<file path="config.mk">
export PLATFORM = sky130hd
export DESIGN_NAME = bank_select_unit
export DESIGN_NICKNAME = d
export VERILOG_FILES = /design/src/rtl/bank_select_pkg.sv /design/src/rtl/bank_cfg_regs.sv /design/src/rtl/bank_addr_cmp.sv /design/src/rtl/bank_prio_pick.sv /design/src/rtl/bank_select_unit.sv
export SDC_FILE = /design/constraint.sdc
export NUM_CORES = 1
export LEC_CHECK = 0
export ABC_AREA = 1
export BUFFER_PORTS_ARGS = -buffer_cell sky130_fd_sc_hd__buf_4
export CAP_MARGIN = 20
export CORE_MARGIN = 4
export CORE_UTILIZATION = 30
export CTS_BUF_LIST = sky130_fd_sc_hd__clkbuf_8
export DETAILED_ROUTE_END_ITERATION = 8
export PLACE_DENSITY = 0.44
export SYNTH_ARGS = -nofsm -noshare
export SYNTH_HDL_FRONTEND = slang
export SYNTH_HIERARCHICAL = 1
export SYNTH_SLANG_ARGS = --single-unit
</file>
<file path="constraint.sdc">
create_clock -name clk -period 2.5 [get_ports clk]
set_clock_uncertainty 0.1 [all_clocks]
set_input_delay 0.25 -clock clk [delete_from_list [all_inputs] [get_ports clk]]
set_output_delay 0.25 -clock clk [all_outputs]
set_load 0.1 [all_outputs]
</file>
<file path="src/rtl/bank_select_pkg.sv">
package bank_select_pkg;
  typedef enum logic [1:0] {
    PSZ_32 = 2'b00,
    PSZ_8  = 2'b01,
    PSZ_16 = 2'b10,
    PSZ_RSV = 2'b11
  } port_size_e;

  function automatic int unsigned opt_offset(input int unsigned nb);
    return nb;
  endfunction

  function automatic int unsigned win_base_offset(input int unsigned nb);
    return 2 * nb;
  endfunction

  function automatic int unsigned win_mask_offset(input int unsigned nb);
    return 2 * nb + 1;
  endfunction

  function automatic int unsigned stat_clr_offset(input int unsigned nb);
    return 2 * nb + 2;
  endfunction
endpackage

</file>
<file path="src/rtl/bank_cfg_regs.sv">
module bank_cfg_regs #(
  parameter int NUM_BANKS = 4,
  parameter int ADDR_W    = 17,
  parameter int WAIT_W    = 4,
  parameter int CFG_AW    = 4,
  localparam int CFG_W    = ADDR_W + WAIT_W + 2
) (
  input  logic                 clk,
  input  logic                 rst,
  input  logic                 cfg_we,
  input  logic [CFG_AW-1:0]    cfg_addr,
  input  logic [CFG_W-1:0]     cfg_data,
  input  logic [NUM_BANKS-1:0] viol_set,
  output logic [ADDR_W-1:0]    base_q  [NUM_BANKS],
  output logic [ADDR_W-1:0]    mask_q  [NUM_BANKS],
  output logic [NUM_BANKS-1:0] valid_q,
  output logic [NUM_BANKS-1:0] ro_q,
  output logic [NUM_BANKS-1:0] bi_q,
  output logic [1:0]           ps_q    [NUM_BANKS],
  output logic [WAIT_W-1:0]    wait_q  [NUM_BANKS],
  output logic [ADDR_W-1:0]    wbase_q,
  output logic [ADDR_W-1:0]    wmask_q,
  output logic                 wen_q,
  output logic [NUM_BANKS-1:0] status_q
);
  import bank_select_pkg::*;

  localparam int unsigned OPT_OFS  = opt_offset(NUM_BANKS);
  localparam int unsigned WB_OFS   = win_base_offset(NUM_BANKS);
  localparam int unsigned WM_OFS   = win_mask_offset(NUM_BANKS);
  localparam int unsigned CLR_OFS  = stat_clr_offset(NUM_BANKS);
  localparam int BIT_RO   = ADDR_W;
  localparam int BIT_WLO  = ADDR_W + 1;
  localparam int BIT_BI   = ADDR_W + WAIT_W + 1;

  for (genvar b = 0; b < NUM_BANKS; b++) begin : g_bank
    logic wr_base, wr_opt;
    assign wr_base = cfg_we && (cfg_addr == CFG_AW'(b));
    assign wr_opt  = cfg_we && (cfg_addr == CFG_AW'(OPT_OFS + b));

    always_ff @(posedge clk) begin
      if (rst) begin
        base_q[b]  <= '0;
        valid_q[b] <= 1'b0;
        ps_q[b]    <= PSZ_32;
      end else if (wr_base) begin
        base_q[b]  <= cfg_data[ADDR_W-1:0];
        valid_q[b] <= cfg_data[ADDR_W];
        ps_q[b]    <= cfg_data[ADDR_W+2:ADDR_W+1];
      end
    end

    always_ff @(posedge clk) begin
      if (rst) begin
        mask_q[b] <= '0;
        ro_q[b]   <= 1'b0;
        wait_q[b] <= '0;
        bi_q[b]   <= 1'b0;
      end else if (wr_opt) begin
        mask_q[b] <= cfg_data[ADDR_W-1:0];
        ro_q[b]   <= cfg_data[BIT_RO];
        wait_q[b] <= cfg_data[BIT_BI-1:BIT_WLO];
        bi_q[b]   <= cfg_data[BIT_BI];
      end
    end
  end

  always_ff @(posedge clk) begin
    if (rst) begin
      wbase_q <= '0;
      wen_q   <= 1'b0;
      wmask_q <= '0;
    end else if (cfg_we) begin
      if (cfg_addr == CFG_AW'(WB_OFS)) begin
        wbase_q <= cfg_data[ADDR_W-1:0];
        wen_q   <= cfg_data[ADDR_W];
      end
      if (cfg_addr == CFG_AW'(WM_OFS)) begin
        wmask_q <= cfg_data[ADDR_W-1:0];
      end
    end
  end

  logic [NUM_BANKS-1:0] clr_vec;
  assign clr_vec = (cfg_we && cfg_addr == CFG_AW'(CLR_OFS)) ? cfg_data[NUM_BANKS-1:0] : '0;

  always_ff @(posedge clk) begin
    if (rst) status_q <= '0;
    else     status_q <= (status_q & ~clr_vec) | viol_set;
  end
endmodule

</file>
<file path="src/rtl/bank_addr_cmp.sv">
module bank_addr_cmp #(
  parameter int NUM_BANKS = 4,
  parameter int ADDR_W    = 17
) (
  input  logic [ADDR_W-1:0]    addr,
  input  logic [ADDR_W-1:0]    base_q [NUM_BANKS],
  input  logic [ADDR_W-1:0]    mask_q [NUM_BANKS],
  input  logic [NUM_BANKS-1:0] valid_q,
  input  logic [ADDR_W-1:0]    wbase_q,
  input  logic [ADDR_W-1:0]    wmask_q,
  input  logic                 wen_q,
  output logic [NUM_BANKS-1:0] bank_hit,
  output logic                 win_hit
);
  for (genvar b = 0; b < NUM_BANKS; b++) begin : g_cmp
    assign bank_hit[b] = valid_q[b] && (((addr ^ base_q[b]) & mask_q[b]) == '0);
  end
  assign win_hit = wen_q && (((addr ^ wbase_q) & wmask_q) == '0);
endmodule

</file>
<file path="src/rtl/bank_prio_pick.sv">
module bank_prio_pick #(
  parameter int NUM_BANKS = 4,
  localparam int IDX_W    = (NUM_BANKS > 1) ? $clog2(NUM_BANKS) : 1
) (
  input  logic [NUM_BANKS-1:0] req,
  output logic [NUM_BANKS-1:0] grant,
  output logic [IDX_W-1:0]     idx,
  output logic                 any
);
  always_comb begin
    grant = '0;
    idx   = '0;
    for (int b = NUM_BANKS - 1; b >= 0; b--) begin
      if (req[b]) begin
        grant = '0;
        grant[b] = 1'b1;
        idx = IDX_W'(b);
      end
    end
  end
  assign any = |req;
endmodule

</file>
<file path="src/rtl/bank_select_unit.sv">
module bank_select_unit #(
  parameter int NUM_BANKS = 4,
  parameter int ADDR_W    = 17,
  parameter int WAIT_W    = 4,
  parameter int CFG_AW    = 4,
  localparam int CFG_W    = ADDR_W + WAIT_W + 2,
  localparam int IDX_W    = (NUM_BANKS > 1) ? $clog2(NUM_BANKS) : 1
) (
  input  logic                 clk,
  input  logic                 rst,
  input  logic                 cfg_we,
  input  logic [CFG_AW-1:0]    cfg_addr,
  input  logic [CFG_W-1:0]     cfg_data,
  input  logic                 acc_start,
  input  logic [ADDR_W-1:0]    acc_addr,
  input  logic                 acc_write,
  output logic [NUM_BANKS-1:0] cs,
  output logic                 dmap_sel,
  output logic                 no_match,
  output logic                 att_hit,
  output logic [IDX_W-1:0]     att_bank,
  output logic [1:0]           att_port_size,
  output logic [WAIT_W-1:0]    att_wait,
  output logic                 att_burst_inh,
  output logic [NUM_BANKS-1:0] wp_status
);
  logic [ADDR_W-1:0]    base_q [NUM_BANKS];
  logic [ADDR_W-1:0]    mask_q [NUM_BANKS];
  logic [NUM_BANKS-1:0] valid_q, ro_q, bi_q;
  logic [1:0]           ps_q   [NUM_BANKS];
  logic [WAIT_W-1:0]    wait_q [NUM_BANKS];
  logic [ADDR_W-1:0]    wbase_q, wmask_q;
  logic                 wen_q;
  logic [NUM_BANKS-1:0] viol_set;

  bank_cfg_regs #(
    .NUM_BANKS(NUM_BANKS), .ADDR_W(ADDR_W), .WAIT_W(WAIT_W), .CFG_AW(CFG_AW)
  ) u_regs (
    .clk(clk), .rst(rst), .cfg_we(cfg_we), .cfg_addr(cfg_addr), .cfg_data(cfg_data),
    .viol_set(viol_set), .base_q(base_q), .mask_q(mask_q), .valid_q(valid_q),
    .ro_q(ro_q), .bi_q(bi_q), .ps_q(ps_q), .wait_q(wait_q), .wbase_q(wbase_q),
    .wmask_q(wmask_q), .wen_q(wen_q), .status_q(wp_status)
  );

  logic [NUM_BANKS-1:0] bank_hit;
  logic                 win_hit;

  bank_addr_cmp #(.NUM_BANKS(NUM_BANKS), .ADDR_W(ADDR_W)) u_cmp (
    .addr(acc_addr), .base_q(base_q), .mask_q(mask_q), .valid_q(valid_q),
    .wbase_q(wbase_q), .wmask_q(wmask_q), .wen_q(wen_q),
    .bank_hit(bank_hit), .win_hit(win_hit)
  );

  logic [NUM_BANKS-1:0] grant;
  logic [IDX_W-1:0]     win_idx;
  logic                 any_bank;

  bank_prio_pick #(.NUM_BANKS(NUM_BANKS)) u_pick (
    .req(bank_hit), .grant(grant), .idx(win_idx), .any(any_bank)
  );

  logic bank_taken, refused, granted;
  assign bank_taken = acc_start && any_bank && !win_hit;
  assign refused    = bank_taken && acc_write && ro_q[win_idx];
  assign granted    = bank_taken && !refused;

  assign cs       = granted ? grant : '0;
  assign dmap_sel = acc_start && win_hit;
  assign no_match = acc_start && !win_hit && !any_bank;
  assign viol_set = refused ? grant : '0;

  always_ff @(posedge clk) begin
    if (rst) begin
      att_hit       <= 1'b0;
      att_bank      <= '0;
      att_port_size <= '0;
      att_wait      <= '0;
      att_burst_inh <= 1'b0;
    end else if (acc_start) begin
      att_hit       <= granted;
      att_bank      <= granted ? win_idx : '0;
      att_port_size <= granted ? ps_q[win_idx] : '0;
      att_wait      <= granted ? wait_q[win_idx] : '0;
      att_burst_inh <= granted && bi_q[win_idx];
    end
  end
endmodule

</file>
==> flow_metrics.py, run 1 <==
metrics = {
    "outcome": {
        "status": "finished with violations",
        "violations": "negative setup slack",
    },
    "cells_and_area": {
        "diodes": 0,
        "final_common_cell": "nor2_1",
        "seqCellArea_sq_um": 4460,
        "drive_above_1_share_pct": 21.7,
        "nets": 1694,
        "layout_common_cells": "nor2_1 (356), nand2_1 (235), o21ai_0 (194)",
        "fill_cells": 3628,
        "fin_cells": 2120,
        "multi_input_area_sq_um": 5140,
        "area_growth_pct": 23.7,
        "final_cell_area_sq_um": 12900,
    },
    "logic_synthesis": {
        "synth-main-ff-cell": "dfxtp_1",
        "synthDistinctLibCells": 30,
        "synth-edff-count": 0,
        "syn_inst": 1546,
        "syn_avg_cell_area_sq_um": 6.74,
        "netlist_area_sq_um": 10400,
        "seq_area_frac_synth_pct": 42.5,
        "synthArstFlopShare_pct": 0,
        "synth_seq_cells": 221,
        "ys_warn_count": 6,
        "synth.net_count": 1595,
    },
    "timing": {
        "worst_pin_slew_ps": 696,
        "holdWs_ps": 116,
        "max_freq_ghz": 0.350,
        "setup_viol": 5,
        "final.period_utilization_pct": 114,
        "timing.final.ws_setup_ps": -355,
        "slew_viol_final": 0,
        "rsz0062_at_grt": "yes",
        "slew_headroom_pct": 53.5,
        "min_period_ps": 2850,
        "hold_viol": 0,
    },
    "die": {
        "start_util_pct": 30.8,
        "rows": 67,
        "coreArea_sq_um": 33900,
        "ios": 69,
        "die-width_um": 194,
        "dieArea_sq_um": 37800,
        "fp.dieH_um": 194,
    },
    "critical_path": {
        "cp_max_fo": 5,
        "path_class": "reg2out",
        "cp-end-kind": "primary output",
        "cp.arrival_ps": 2500,
        "crit_path_start_kind": "register",
        "required_ps": 2150,
        "rrSetupSlack_ps": 230,
    },
    "clock_tree": {
        "ctsHtreeMaxLevel": 2,
        "clk-insertion-delay-late_ps": 540,
        "cts_sinks": 221,
        "cts_tree": "done",
        "root_buffer": "clkbuf_8",
        "cts_buffers": 42,
        "clkTransAtPathRegs_ps": 60,
        "clock_path_buffers": 3,
    },
    "pwr": {
        "switching_share_pct": 26.4,
        "max-vdd-ir-drop_uv": 518,
        "leakagePower_nw": 5.37,
        "pwr-share-comb_pct": 9.5,
        "p_int_mw": 5.73,
        "power_density_nw_per_um2": 605,
        "clkPwrFrac_pct": 43.8,
        "p_seq_share_pct": 46.8,
        "p_sw_mw": 2.06,
        "power.total_mw": 7.79,
    },
    "grt": {
        "grt_usage_pct": 18.4,
        "grt_max_degree": 142,
        "grt_antenna_before_repair": 0,
        "grt_pass1_vias": 9339,
        "grt_pass1_wl_mm": 55.2,
        "grt_overflow": 0,
    },
    "route": {
        "dr.pass1.iters": 5,
        "postRouteAntennaNets": 0,
        "drc": 0,
        "dr.first_iter.drc_count": 617,
        "wl_per_cell_um": 16.5,
        "drt_wl_total_mm": 35.0,
        "vias": 9689,
        "vias_per_cell": 4.57,
    },
    "min_path": {
        "hold_path_class": "in2reg",
    },
    "placed_design": {
        "dp_slack_ps": -216,
        "dp_hpwl_mm": 21.9,
        "place_inst": 2018,
        "place.gp.congestion": 0.791,
        "portBuffers": 68,
        "place_area_sq_um": 11400,
    },
    "flow_run": {
        "drv_cap": 0,
    },
}
-- power by group through the flow --
stage,clock (mW),sequential [mW],combinational [mW]
final,3.41,3.64,0.738
after global routing,3.70,3.65,0.822
after CTS,3.52,3.64,0.727
after detailed placement,0,3.72,0.659
after global placement,0,3.72,0.653
after floorplan,0,3.71,0.412
-- worst max-delay path: stages (launching register included) --
cell and delay, ps:
dfxtp_2 320, or2_0 230, nand3_2 110, nand2_2 60, nor2_2 90, nand3_2 100, nor2_4 150, inv_2 60
nand3_2 90, nand2_4 70, nand2_2 60, nand3_2 90, nand3_4 120, nand2_8 80, nor2_4 130, buf_12 180
-- path summary, 6_finish.rpt --
check	startpoint	end	depth (start not counted)
max	u_regs/base_q[29]	cs[0]	15
min	acc_start	att_hit	5
max reg2reg	u_regs/base_q[29]	att_burst_inh	16
min reg2reg	u_regs/ps_q[1]	u_regs/ps_q[1]	2
-- cells by family after synthesis --
| group | after synthesis | synth area share (%) |
|---|---|---|
| DFF | 221 | 42.5 |
| AOI/OAI and AO/OA | 269 | 13.3 |
| buffers and inverters | 266 | 11.7 |
| and+or+nand+nor | 790 | 32.5 |
-- per-layer routing --
metal	GRT usage (%)	part of all wire (%)	vias to the layer above
li1	-	-	5012
met1	25.7	48	4459
met2	30.3	46	181
met3	2.89	4.6	37
met4	3.78	1.4	0
met5	0	0	-
-- cells in the mapped netlist, types with 19 or more instances --
cell type	n	area, sq um
a21oi_1	48	240
buf_2	19	95.1
buf_6	23	259
clkbuf_1	40	150
dfxtp_1	221	4420
inv_1	145	544
inv_2	22	82.6
nand2_1	254	953
nand3_1	93	465
nor2_1	379	1420
nor2_2	21	131
o21ai_0	194	971
-- sequential cells by signal, summed over array words and instances, names as in the netlist, 8 cells and up --
| register | count |
|---|---|
| u_regs/ps_q | 8 |
| u_regs/wait_q | 16 |
| u_regs/mask_q | 68 |
| u_regs/wbase_q | 17 |
| u_regs/wmask_q | 17 |
| u_regs/base_q | 68 |
-- final cells by class --
class,count,share of cell area (%)
tap,448,4.35
clock buffer,49,5.23
sequential,221,34.6
multi-input combinational,1059,39.9
timing repair buffer,145,9.83
inverter,176,5.20
clock inverter,22,0.883
-- through the flow --
stage               TNS [ps]  util, %
floorplan                  0        -
global placement       -1110     33.6
detailed placement     -1030     33.6
CTS                    -2070     37.5
global route           -2470     38.1
finish                 -1650     38.1
-- timing repair --
item                                    4_1_cts  5_1_grt
gates resized for setup                      67       68
hold endpoints to repair                    204        0
setup buffers                                 7        0
endpoints found under the setup margin        6       10
pin swaps                                    23       29
hold buffers                                 24        0
No activity file was read; power rests on OpenSTA's default activity.
==> inputs of run 2 (changes only) <==
==> constraint.sdc (replaced) <==
create_clock -name clk -period 3.7 [get_ports clk]
set_clock_uncertainty 0.1 [all_clocks]
set_input_delay 0.37 -clock clk [delete_from_list [all_inputs] [get_ports clk]]
set_output_delay 0.37 -clock clk [all_outputs]
set_load 0.1 [all_outputs]
==> flow_metrics.py, run 2 (synthesis gave the netlist of run 1 again) <==
metrics = {
    "outcome": {
        "status": "finished clean",
    },
    "pwr": {
        "power_density_nw_per_um2": 443,
        "leakagePower_nw": 5.01,
        "power.total_mw": 5.30,
        "max-vdd-ir-drop_uv": 200,
    },
    "clock_tree": {
        "post_cts_resize_count": 0,
        "cts_tree": "done",
        "clk-insertion-delay-late_ps": 550,
        "cts_sinks": 221,
        "postCtsSetupRepairBufs": 0,
        "clkTransAtPathRegs_ps": 60,
        "root_buffer": "clkbuf_8",
        "cts_buffers": 42,
        "ctsHtreeMaxLevel": 2,
        "clock_path_buffers": 3,
    },
    "route": {
        "vias": 9470,
        "dr.pass1.iters": 5,
        "drc": 0,
        "dr.first_iter.drc_count": 638,
        "postRouteAntennaNets": 0,
        "vias_per_cell": 4.59,
        "wl_per_cell_um": 16.7,
        "drt_wl_total_mm": 34.4,
    },
    "cells_and_area": {
        "layout_common_cells": "nor2_1 (379), nand2_1 (254), dfxtp_1 (221)",
        "drive_above_1_share_pct": 14.6,
        "fin_cells": 2065,
        "area_growth_pct": 15.0,
        "final_cell_area_sq_um": 12000,
        "nets": 1637,
        "reg_top3": "u_regs/base_q (68), u_regs/mask_q (68)",
        "diodes": 0,
        "fill_cells": 3726,
        "final_common_cell": "nor2_1",
    },
    "placed_design": {
        "place_area_sq_um": 11100,
        "place_inst": 1989,
        "dp_hpwl_mm": 21.0,
        "dp_slack_ps": 589,
        "place.gp.congestion": 0.770,
        "portBuffers": 68,
    },
    "die": {
        "fp.dieH_um": 194,
        "start_util_pct": 30.8,
        "ios": 69,
        "coreArea_sq_um": 33900,
        "dieArea_sq_um": 37800,
        "rows": 67,
        "die-width_um": 194,
    },
    "timing": {
        "fin_tns_setup_ps": 0,
        "rsz0062_at_grt": "no",
        "setup_viol": 0,
        "slew_viol_final": 0,
        "max_freq_ghz": 0.294,
        "worst_pin_slew_ps": 772,
        "hold_viol": 0,
        "slew_headroom_pct": 48.5,
        "min_period_ps": 3400,
        "final.period_utilization_pct": 91.8,
        "timing.final.ws_setup_ps": 304,
    },
    "critical_path": {
        "crit_end": "cs[0]",
        "cp_max_fo": 5,
        "crit_path_start_kind": "register",
        "crit_path_frequent_cell": "nor2_1",
        "cp-end-kind": "primary output",
        "critPathBufInv": 1,
        "path_cells": "or2_0 > nand3_1 > nand2_1 > nor2_1 > nand3_1 > nor2_1 > nor2_1 > nor2_1 > nand3_1 > nand3_2 > nand2_1 > nor2_1 > buf_4",
        "cpPeakStageDelay_ps": 310,
        "required_ps": 3230,
        "cp.arrival_ps": 2930,
        "crit_start": "u_regs/base_q[29]",
        "path_class": "reg2out",
        "cpMaxStageDelayCell": "dfxtp_1",
        "timing.rr.start": "u_regs/base_q[29]",
        "cp_num_cells": 13,
        "rrSetupSlack_ps": 1150,
        "path_delay_family": "simple AND/OR/NAND/NOR gates",
        "rr_worst_depth": 15,
        "crit-reg2reg-capture": "u_regs/status_q[1]",
    },
    "grt": {
        "grt_usage_pct": 17.6,
        "grt_max_degree": 79,
        "grt_pass1_vias": 8766,
        "grt_overflow": 0,
        "grt_pass1_wl_mm": 52.6,
        "grt_antenna_before_repair": 2,
    },
    "flow_run": {
        "drv_cap": 0,
    },
    "min_path": {
        "hold_path_class": "in2reg",
    },
}
## run 2: changes by cell type in the layout (fill, tap and decap cells not counted), sizes merged
cell         change
clkbuf           +8
buf             -36
clkinvlp         -1
bufinv           -1
dlygate4sd3     -21
clkinv           +6
inv             -10
## run 2: worst register-to-register path, stage by stage (launching register included)
cell,delay [ps]
dfxtp_1,310
or2_0,210
nand3_1,70
nand2_1,70
nor2_1,150
nand3_1,130
nor2_1,230
nor2_1,100
nor2_1,300
inv_2,150
nand3_2,110
nand3_2,80
buf_4,200
nor2_1,100
inv_1,50
a21oi_1,130
## run 2: where the power goes
part	switching (mW)	internal, mW	total [mW]
clock network	1.06	1.36	2.42
registers	0.0296	2.43	2.46
logic	0.288	0.132	0.420
## run 2: what timing repair did
action | CTS | global route
hold endpoints to repair | 9 | 0
hold buffers | 3 | 0
endpoints found under the setup margin | 0 | 0
## run 2: stage by stage
step / utilization (%) / hold slack [ps]
final: 35.4 / 33.5
after global placement: 32.8 / 336
after detailed placement: 32.8 / 343
after floorplan: - / 323
after CTS: 35.4 / 8.06
after global routing: 35.4 / 30.0
## run 2: worst min-delay path by stage
stage / start / end / slack (ps) / cells past startpoint
2_1_floorplan: u_regs/ps_q[1] / u_regs/ps_q[1] / 320 / 2
3_3_place_gp: u_regs/ps_q[0] / u_regs/ps_q[0] / 340 / 2
3_5_place_dp: u_regs/ps_q[6] / u_regs/ps_q[6] / 340 / 2
4_1_cts: cfg_data[14] / u_regs/wmask_q[14] / 8 / 3
5_1_grt: rst / att_bank[0] / 30 / 2
6_report: cfg_data[14] / u_regs/wmask_q[14] / 30 / 3
## run 2: per-layer routing
layer / global-route usage, % / part of all wire (%)
met3: 3.01 / 4.6
met2: 25.7 / 41
met4: 4.14 / 1.6
met5: 0 / 0.090
met1: 27.0 / 52
## run 2: area by class of cell
type | count | area, sq um | share of cell area [%]
Clock inverter | 16 | 65.1 | 0.543
Sequential cell | 221 | 4420 | 36.9
Timing Repair Buffer | 88 | 681 | 5.68
Multi-Input combinational cell | 1059 | 4790 | 40.0
Clock buffer | 57 | 785 | 6.55
Inverter | 176 | 671 | 5.60
Tap cell | 448 | 561 | 4.68
==> inputs of run 3 (changes only) <==
--- a/config.mk
+++ b/config.mk
@@ -12,7 +12,9 @@
 export CORE_UTILIZATION = 30
 export CTS_BUF_LIST = sky130_fd_sc_hd__clkbuf_8
 export DETAILED_ROUTE_END_ITERATION = 8
-export PLACE_DENSITY = 0.44
+export HOLD_SLACK_MARGIN = 0.02
+export PLACE_DENSITY = 0.46
+export RECOVER_POWER = 100
 export SYNTH_ARGS = -nofsm -noshare
 export SYNTH_HDL_FRONTEND = slang
 export SYNTH_HIERARCHICAL = 1
==> constraint.sdc (replaced) <==
create_clock -name clk -period 3.1 [get_ports clk]
set_clock_uncertainty 0.1 [all_clocks]
set_input_delay 0.31 -clock clk [delete_from_list [all_inputs] [get_ports clk]]
set_output_delay 0.31 -clock clk [all_outputs]
set_load 0.1 [all_outputs]
==> flow_metrics.py, run 3 (synthesis gave the netlist of run 1 again) <==
metrics = {
    "critical_path": {
        "cp.arrival_ps": 2580,
        "cp_num_cells": 13,
        "path_cells": "nand2_1 > nand3_1 > nand2_1 > nor2_1 > nand3_1 > nor2_2 > inv_1 > nand3_4 > nor2_4 > nand3_4 > nand2_8 > nor2_4 > buf_12",
        "path_class": "reg2out",
        "cp_max_fo": 5,
        "path_delay_family": "simple AND/OR/NAND/NOR gates",
        "rr_worst_depth": 16,
        "required_ps": 2690,
        "crit_path_start_kind": "register",
        "cpPeakStageDelay_ps": 370,
        "cpMaxStageDelayCell": "dfxtp_1",
        "critPathBufInv": 2,
        "cp-end-kind": "primary output",
    },
    "placed_design": {
        "place.gp.congestion": 0.797,
        "place_area_sq_um": 11200,
        "portBuffers": 68,
        "dp_hpwl_mm": 21.1,
    },
    "cells_and_area": {
        "seqCellArea_sq_um": 4430,
        "fill_cells": 3667,
        "layout_common_cells": "nor2_1 (362), nand2_1 (251), dfxtp_1 (217)",
        "final_common_cell": "nor2_1",
        "area_growth_pct": 19.6,
        "fin_util_pct": 36.8,
        "multi_input_area_sq_um": 4990,
        "reg_top3": "u_regs/base_q (68), u_regs/mask_q (68)",
        "final_cell_area_sq_um": 12500,
        "diodes": 0,
        "drive_above_1_share_pct": 15.6,
        "nets": 1669,
    },
    "pwr": {
        "clkPwrFrac_pct": 44.2,
        "p_seq_share_pct": 46.9,
        "power_density_nw_per_um2": 502,
        "pwr-share-comb_pct": 8.9,
        "p_sw_mw": 1.66,
        "p_int_mw": 4.60,
        "max-vdd-ir-drop_uv": 241,
        "leakagePower_nw": 5.15,
        "power.total_mw": 6.26,
        "switching_share_pct": 26.5,
    },
    "grt": {
        "grt_antenna_before_repair": 2,
        "grt_overflow": 0,
        "grt_pass1_vias": 9294,
        "grt_usage_pct": 17.7,
        "grt_pass1_wl_mm": 53.2,
        "grt_max_degree": 85,
    },
    "die": {
        "fp.dieH_um": 194,
        "dieArea_sq_um": 37800,
        "coreArea_sq_um": 33900,
        "ios": 69,
        "start_util_pct": 30.8,
        "die-width_um": 194,
        "rows": 67,
    },
    "clock_tree": {
        "cts_tree": "done",
        "clk-insertion-delay-late_ps": 550,
        "ctsHtreeMaxLevel": 2,
        "cts_buffers": 43,
        "clock_path_buffers": 3,
        "clkTransAtPathRegs_ps": 60,
        "root_buffer": "clkbuf_8",
        "cts_sinks": 221,
    },
    "timing": {
        "rsz0062_at_grt": "yes",
        "final.period_utilization_pct": 96.6,
        "max_freq_ghz": 0.334,
        "setup_viol": 0,
        "slew_viol_final": 62,
        "slew_headroom_pct": -27.2,
        "hold_viol": 0,
        "worst_pin_slew_ps": 1910,
        "holdWs_ps": 159,
        "min_period_ps": 2990,
    },
    "route": {
        "vias_per_cell": 4.55,
        "dr.pass1.iters": 5,
        "wl_per_cell_um": 16.2,
        "drc": 0,
        "vias": 9547,
        "dr.first_iter.drc_count": 536,
        "postRouteAntennaNets": 0,
        "drt_wl_total_mm": 34.0,
    },
    "outcome": {
        "status": "finished with violations",
        "violations": "max-capacitance violations, max-slew violations",
    },
    "flow_run": {
        "drv_cap": 1,
    },
    "min_path": {
        "hold_depth": 4,
        "hold_path_class": "in2reg",
    },
}
==> run 3: changes by cell type in the layout (fill, tap and decap cells not counted), moves of 7 or more <==
cell,previous run,this run
buf_4,84,72
nor2_4,7,18
o21ai_0,194,204
nor2_1,379,362
dlygate4sd3_1,3,24
clkbuf_1,0,14
nand3_1,91,83
inv_1,157,164
buf_12,1,8
o21ai_1,16,6
==> run 3: cell type report <==
class                   count  share of cell area, %
clock buffers              52                   5.74
repair buffers            119                   8.06
flip-flops and latches    221                   35.5
inverters                 176                   5.38
well taps                 448                   4.50
multi-input cells        1059                   40.0
clock inverters            21                  0.713
==> run 3: timing repair <==
item / in CTS / in global routing
hold endpoints to repair: 160 / 0
endpoints found under the setup margin: 4 / 4
pin swaps: 1 / 17
hold buffers: 24 / 0
gates resized for setup: 17 / 48
setup buffers: 0 / 7
==> run 3: power by group through the flow <==
stage | registers, mW | logic (mW) | clock network, mW
after floorplan | 2.99 | 0.328 | 0
after global placement | 3.00 | 0.504 | 0
after detailed placement | 3.00 | 0.507 | 0
after CTS | 2.94 | 0.540 | 2.86
after global routing | 2.94 | 0.621 | 2.98
final | 2.94 | 0.555 | 2.77
==> run 3: metal layers <==
layer	global-route usage [%]	vias up	share of wire [%]
met5	0	-	0.10
met2	27.8	185	44
met4	4.64	4	1.9
met1	25.1	4358	50
met3	3.27	47	4.7
li1	-	4953	-
==> run 3: worst reg2reg max path, delay by kind of cell (launching register included) <==
family / cells / cell delay, ps
and+or+nand+nor: 11 / 1270
buffers and inverters: 4 / 400
DFF: 1 / 320
AOI/OAI and AO/OA: 1 / 140
==> run 3: worst paths after layout <==
path	startpoint	to	slack, ps
worst max-delay path	u_regs/wbase_q[0]	cs[3]	110
worst min-delay path	acc_start	att_wait[3]	160
worst max register to register	u_regs/base_q[40]	u_regs/status_q[1]	770
worst min register to register	u_regs/ps_q[7]	u_regs/ps_q[7]	350
==> run 3: through the flow <==
step | setup slack, ps | cells | TNS [ps]
after floorplan | -240 | 1546 | -959
after global placement | 202 | 1992 | 0
after detailed placement | 148 | 1992 | 0
after CTS | 0.495 | 2089 | 0
after global routing | -30.7 | 2096 | -60.0
final | 107 | 2096 | 0
